`src/rtl/pfq_pkg.sv`:
```
package pfq_pkg;
  typedef enum logic [1:0] {
    PUSH_NONE = 2'd0,
    PUSH_ONE  = 2'd1,
    PUSH_TWO  = 2'd2
  } push_e;
endpackage

```
`src/rtl/pfq_fetch.sv`:
```
module pfq_fetch
  import pfq_pkg::*;
#(
  parameter int ADDR_W = 20,
  parameter int DEPTH  = 6,
  parameter int CNT_W  = $clog2(DEPTH + 1)
) (
  input  logic              clk_i,
  input  logic              rst_ni,
  input  logic              flush_i,
  input  logic [ADDR_W-1:0] flush_addr_i,
  input  logic              operand_req_i,
  input  logic [CNT_W-1:0]  count_i,
  input  logic              fetch_done_i,
  input  logic [15:0]       fetch_data_i,
  output logic              fetch_req_o,
  output logic [ADDR_W-1:0] fetch_addr_o,
  output push_e             push_n_o,
  output logic [7:0]        push_b0_o,
  output logic [7:0]        push_b1_o
);
  localparam logic [CNT_W-1:0] ROOM_MAX = CNT_W'(DEPTH - 2);

  logic              pending_q;
  logic [ADDR_W-1:0] addr_q;
  logic              accept;
  logic              room;

  assign accept = pending_q & fetch_done_i & ~flush_i;
  assign room   = count_i <= ROOM_MAX;

  always_ff @(posedge clk_i or negedge rst_ni) begin
    if (!rst_ni) begin
      pending_q <= 1'b0;
      addr_q    <= '0;
    end else if (flush_i) begin
      pending_q <= 1'b0;
      addr_q    <= flush_addr_i;
    end else if (accept) begin
      pending_q <= 1'b0;
      addr_q    <= addr_q + (addr_q[0] ? ADDR_W'(1) : ADDR_W'(2));
    end else if (!pending_q && room && !operand_req_i) begin
      pending_q <= 1'b1;
    end
  end

  // odd address: only the upper half of the word belongs to the stream
  assign push_n_o     = !accept ? PUSH_NONE : (addr_q[0] ? PUSH_ONE : PUSH_TWO);
  assign push_b0_o    = addr_q[0] ? fetch_data_i[15:8] : fetch_data_i[7:0];
  assign push_b1_o    = fetch_data_i[15:8];
  assign fetch_req_o  = pending_q;
  assign fetch_addr_o = addr_q;

  AST_REQ_GATED: assert property (@(posedge clk_i) disable iff (!rst_ni)
    $rose(pending_q) |-> ($past(count_i) <= ROOM_MAX) && !$past(operand_req_i) && !$past(flush_i));
  AST_ALIGN_AFTER_FETCH: assert property (@(posedge clk_i) disable iff (!rst_ni)
    accept |=> !addr_q[0]);
endmodule

```
`src/rtl/pfq_store.sv`:
```
module pfq_store
  import pfq_pkg::*;
#(
  parameter int DEPTH = 6,
  parameter int CNT_W = $clog2(DEPTH + 1)
) (
  input  logic             clk_i,
  input  logic             rst_ni,
  input  logic             flush_i,
  input  logic             pop_i,
  input  push_e            push_n_i,
  input  logic [7:0]       push_b0_i,
  input  logic [7:0]       push_b1_i,
  output logic [7:0]       head_o,
  output logic [CNT_W-1:0] count_o
);
  logic [7:0]       slot_q [DEPTH];
  logic [7:0]       slot_d [DEPTH];
  logic [CNT_W-1:0] count_q;
  logic [CNT_W-1:0] base;
  logic             pop_ok;
  logic             wr0;
  logic             wr1;

  assign pop_ok = pop_i & (count_q != '0);
  assign base   = count_q - CNT_W'(pop_ok);
  assign wr0    = push_n_i != PUSH_NONE;
  assign wr1    = push_n_i == PUSH_TWO;

  // shift toward slot 0 on pop, write new bytes just past the survivors
  for (genvar i = 0; i < DEPTH; i++) begin : g_slot
    logic [7:0] shifted;
    if (i < DEPTH - 1) begin : g_mid
      assign shifted = pop_ok ? slot_q[i+1] : slot_q[i];
    end else begin : g_last
      assign shifted = pop_ok ? 8'h00 : slot_q[i];
    end
    assign slot_d[i] = (wr1 && (base + CNT_W'(1)) == CNT_W'(i)) ? push_b1_i :
                       (wr0 && base == CNT_W'(i))               ? push_b0_i : shifted;
  end

  always_ff @(posedge clk_i or negedge rst_ni) begin
    if (!rst_ni) begin
      count_q <= '0;
      for (int i = 0; i < DEPTH; i++) slot_q[i] <= 8'h00;
    end else if (flush_i) begin
      count_q <= '0;
    end else begin
      count_q <= base + CNT_W'(push_n_i);
      for (int i = 0; i < DEPTH; i++) slot_q[i] <= slot_d[i];
    end
  end

  assign head_o  = slot_q[0];
  assign count_o = count_q;

  AST_NO_OVERFLOW: assert property (@(posedge clk_i) disable iff (!rst_ni)
    int'(count_q) <= DEPTH);
  AST_EMPTY_POP: assert property (@(posedge clk_i) disable iff (!rst_ni)
    (count_q == '0) && (push_n_i == PUSH_NONE) && !flush_i |=> count_q == '0);
  AST_COUNT_STEP: assert property (@(posedge clk_i) disable iff (!rst_ni)
    !flush_i |=> (int'(count_q) <= int'($past(count_q)) + 2) &&
                 (int'(count_q) + 1 >= int'($past(count_q))));
endmodule

```
`src/rtl/prefetch_queue.sv`:
```
module prefetch_queue
  import pfq_pkg::*;
#(
  parameter int ADDR_W = 20,
  parameter int DEPTH  = 6,
  parameter int CNT_W  = $clog2(DEPTH + 1)
) (
  input  logic              clk_i,
  input  logic              rst_ni,
  input  logic              flush_i,
  input  logic [ADDR_W-1:0] flush_addr_i,
  input  logic              operand_req_i,
  output logic              fetch_req_o,
  output logic [ADDR_W-1:0] fetch_addr_o,
  input  logic              fetch_done_i,
  input  logic [15:0]       fetch_data_i,
  input  logic              pop_i,
  output logic [7:0]        byte_o,
  output logic              valid_o,
  output logic [CNT_W-1:0]  count_o
);
  push_e            push_n;
  logic [7:0]       push_b0;
  logic [7:0]       push_b1;
  logic [CNT_W-1:0] count;

  pfq_fetch #(.ADDR_W(ADDR_W), .DEPTH(DEPTH), .CNT_W(CNT_W)) i_fetch (
    .clk_i         (clk_i),
    .rst_ni        (rst_ni),
    .flush_i       (flush_i),
    .flush_addr_i  (flush_addr_i),
    .operand_req_i (operand_req_i),
    .count_i       (count),
    .fetch_done_i  (fetch_done_i),
    .fetch_data_i  (fetch_data_i),
    .fetch_req_o   (fetch_req_o),
    .fetch_addr_o  (fetch_addr_o),
    .push_n_o      (push_n),
    .push_b0_o     (push_b0),
    .push_b1_o     (push_b1)
  );

  pfq_store #(.DEPTH(DEPTH), .CNT_W(CNT_W)) i_store (
    .clk_i     (clk_i),
    .rst_ni    (rst_ni),
    .flush_i   (flush_i),
    .pop_i     (pop_i),
    .push_n_i  (push_n),
    .push_b0_i (push_b0),
    .push_b1_i (push_b1),
    .head_o    (byte_o),
    .count_o   (count)
  );

  assign count_o = count;
  assign valid_o = count != '0;

  AST_FLUSH_EMPTY: assert property (@(posedge clk_i) disable iff (!rst_ni)
    flush_i |=> (count_o == '0) && !fetch_req_o && (fetch_addr_o == $past(flush_addr_i)));
endmodule

```
`config.mk`:
```
export PLATFORM = sky130hd
export DESIGN_NAME = prefetch_queue
export DESIGN_NICKNAME = d
export VERILOG_FILES = /design/src/rtl/pfq_pkg.sv /design/src/rtl/pfq_fetch.sv /design/src/rtl/pfq_store.sv /design/src/rtl/prefetch_queue.sv
export SDC_FILE = /design/constraint.sdc
export NUM_CORES = 1
export LEC_CHECK = 0
export CORE_UTILIZATION = 47
export CTS_BUF_LIST = sky130_fd_sc_hd__clkbuf_2 sky130_fd_sc_hd__clkbuf_4 sky130_fd_sc_hd__clkbuf_8
export DETAILED_ROUTE_END_ITERATION = 8
export HOLD_SLACK_MARGIN = 0.02
export PLACE_DENSITY_LB_ADDON = 0.05
export SKIP_LAST_GASP = 1
export SLEW_MARGIN = 20
export SYNTH_ARGS = -nofsm -noshare
export SYNTH_HDL_FRONTEND = slang
export SYNTH_SLANG_ARGS = --single-unit
```
`constraint.sdc`:
```
create_clock -name clk_i -period 3.5 [get_ports clk_i]
set_clock_uncertainty 0.1 [all_clocks]
set_input_delay 0.875 -clock clk_i [delete_from_list [all_inputs] [get_ports clk_i]]
set_output_delay 0.875 -clock clk_i [all_outputs]
set_load 0.02 [all_outputs]
```
==> results.py <==
metrics = {
    "outcome": {
        "status": "finished clean",
    },
    "power": {
        "p_switching_uw": 2141,
        "clkPwrFrac_pct": 14.9,
        "share_comb_of_total_power_pct": 58.9,
        "power-per-cell-area_nw_per_um2": 804.9,
        "power.leakage_uw": 0.002599,
        "pwr-share-seq_pct": 26.2,
        "ir_worst_vdd_uv": 558.7,
        "intPower_uw": 2898,
        "swShare_pct": 42.49,
    },
    "timing": {
        "slew_violations": 0,
        "max-slew-margin-rel_pct": 31.49,
        "setup_viol": 0,
        "rsz0062_at_grt": "false",
        "min_period_ns": 3.308,
        "setup_ws_ns": 0.1922,
        "holdWs_ns": 0.4098,
        "fmax_mhz": 302.3,
        "final_hold_viol_count": 0,
        "finalCritPeriodShare_pct": 94.51,
        "worst_slew_pin_slew_ns": 1.020,
    },
    "critical_path": {
        "critPathArrivalTime_ns": 3.45,
        "cp-start-kind": "primary input",
        "crit_type": "primary input to register",
        "worstPathRequired_ns": 3.64,
        "cp-end-kind": "register",
        "cp_max_fo": 7,
        "startpoint": "pop_i",
        "r2r-start": "i_store.count_o[1]",
        "cp_top_family": "simple AND/OR/NAND/NOR gates",
        "crit_chain": "clkdlybuf4s50_1 -> nand2_4 -> inv_2 -> ha_1 -> ha_1 -> buf_4 -> nand4b_2 -> nor4_1 -> buf_4 -> a221oi_1 -> mux2_2",
        "slowest_delay_ns": 0.53,
        "path_buf_inv": 4,
        "slowest_stage": "nor4_1",
    },
    "route": {
        "wl_met3_mm": 1.538,
        "drtIter0Drc": 452,
        "remaining_drc_errors": 0,
        "vias": 4740,
        "viasPerCell": 6.458,
        "wl_mm": 15.49,
        "ant_nets": 0,
        "wl_met2_mm": 7.105,
        "drt-wirelength-per-cell_microns": 21.10,
        "wl_met1_mm": 6.584,
        "routed.top_layer": "met4",
        "dr.pass1.iters": 5,
    },
    "global_route": {
        "grt_pass1_vias": 4739,
        "grt_max_degree": 46,
        "grt.overflow.total": 0,
        "grt_usage_pct": 29.53,
        "antenna_found_initial": 0,
        "grt_pass1_wl_mm": 25.16,
    },
    "clocking": {
        "clk_pin_slew_ns": 0.08,
        "clkLatencyLatePin_ns": 0.35,
        "cts_tree": "done",
        "postCtsHoldBufs": 0,
        "cts_buffer_depth": 2,
        "postCtsSetupBuffers": 0,
        "numCtsBuffers": 9,
        "cts_resized": 0,
        "cts_sinks": 72,
        "cts-root-buf": "clkbuf_8",
        "htreeDepth": 3,
    },
    "layout": {
        "fin_nets": 644,
        "syn2layout_area_growth_pct": 28.28,
        "drive_gt1_share_pct": 20.80,
        "insertedDiodeCount": 0,
    },
    "synthesis": {
        "ys.warnings.count": 0,
        "synth-edff-count": 0,
        "synth_ff_type": "dfrtp_1",
        "netlist_instances": 502,
        "synth_common_cells": "72 x dfrtp_1, 31 x mux2_2, 29 x nor2_1",
        "ys_ff_latch": 72,
        "syn_area_sq_um": 4880,
        "synth_fp_nets": 550,
        "synthArstFlopShare_pct": 100.0,
        "synth_top_area_share_pct": 36.92,
        "synth.avg_cell_area_sq_um": 9.720,
        "synth_cell_types": 68,
        "yosysTopAreaCell": "dfrtp_1",
        "post-synth-top-count-cell": "dfrtp_1",
        "synthTopCellsByArea": "dfrtp_1 37%, mux2_2 7.2%, nand4_1 2.8%, a22o_1 2.5%, xnor2_1 2.5%",
        "yosysSeqAreaShare_pct": 36.92,
    },
    "floorplan": {
        "die_y_microns": 103.9,
        "ioPinCount": 75,
        "rows": 36,
        "die_x_microns": 103.9,
        "start_util_pct": 49.24,
        "core_sq_um": 9910,
        "die-area_sq_um": 10790,
    },
    "hold_path": {
        "min-delay-start": "i_store.head_o[5]",
        "min_path_type": "register to register",
    },
    "placed_design": {
        "dpl.hpwl_mm": 11.32,
        "gp_congestion": 0.8661,
        "port_buffers": 74,
        "dp_slack_ns": -0.1255,
    },
    "run": {
        "maxCapViolCount": 0,
    },
}
==> sequential cells by signal, indices dropped and copies added, names as in the netlist <==
register and flops:
i_store.slot_q 40, i_fetch.fetch_addr_o 20, i_store.head_o 8, i_store.count_o 3, i_fetch.fetch_req_o 1
==> layer usage <==
layer	global-route usage (%)	vias up
met5	0	-
met2	47.33	271
li1	-	2123
met1	39.73	2318
met3	6.579	28
met4	9.184	0
==> cells by family after synthesis <==
kind of cell / after synthesis / synth area share, %
flops: 72 / 36.92
xor+xnor: 16 / 3.026
fa+ha+maj: 6 / 1.692
simple gates: 151 / 18.92
mux: 40 / 9.102
compound gates: 147 / 23.67
buf+inv: 70 / 6.667
==> power groups by stage <==
| stage | combinational (uW) | sequential (uW) | clock (uW) |
|---|---|---|---|
| 2_1_floorplan | 1770 | 1390 | 0 |
| 3_3_place_gp | 2860 | 1330 | 0 |
| 3_5_place_dp | 2910 | 1330 | 0 |
| 4_1_cts | 2920 | 1320 | 758 |
| 5_1_grt | 3170 | 1360 | 795 |
| 6_report | 2970 | 1320 | 751 |
==> final cells by class <==
| type | instances | area (sq um) |
|---|---|---|
| inverter | 22 | 82.58 |
| clock inverter | 6 | 83.83 |
| tap | 133 | 166.4 |
| clock buffer | 10 | 131.4 |
| multi-input combinational | 360 | 2760 |
| timing repair buffer | 131 | 1234 |
| sequential | 72 | 1802 |
| fill | 840 | 3650 |
==> layout by cell type (no fill, tap or decap), types with 16 or more instances in the layout <==
| cell type | synthesis | layout |
|---|---|---|
| dfrtp_1 | 72 | 72 |
| clkdlybuf4s50_1 | 0 | 72 |
| buf_4 | 5 | 51 |
| mux2_2 | 31 | 31 |
| nor2_1 | 29 | 29 |
| nand2_1 | 27 | 27 |
| nand4_1 | 22 | 22 |
| inv_1 | 19 | 19 |
| a31oi_1 | 17 | 17 |
| o21ai_0 | 16 | 16 |
==> path summary, 6_finish.rpt <==
kind,slack (ns),cells past startpoint,to
max in group asynchronous,2.23,2,i_store.slot_q[21]
max reg2reg,0.30,11,i_store.slot_q[35]
min in group asynchronous,0.42,1,i_store.slot_q[38]
min reg2reg,0.41,1,i_store.head_o[5]
max,0.19,11,i_store.slot_q[35]
min,0.41,1,i_store.head_o[5]
==> metrics by stage <==
step | setup TNS, ns | cell area (sq um) | total power, uW | utilization [%] | cells
final | 0 | 6260 | 5039 | 63.17 | 734
after global routing | 0 | 6260 | 5324 | 63.17 | 734
after CTS | 0 | 6260 | 4999 | 63.17 | 734
after detailed placement | -0.6196 | 6045 | 4248 | 61.00 | 718
after global placement | -0.08136 | 6045 | 4188 | 61.00 | 718
after floorplan | 0 | 4880 | 3154 | - | 502
Note: power is estimated with default switching activity, not from simulation.
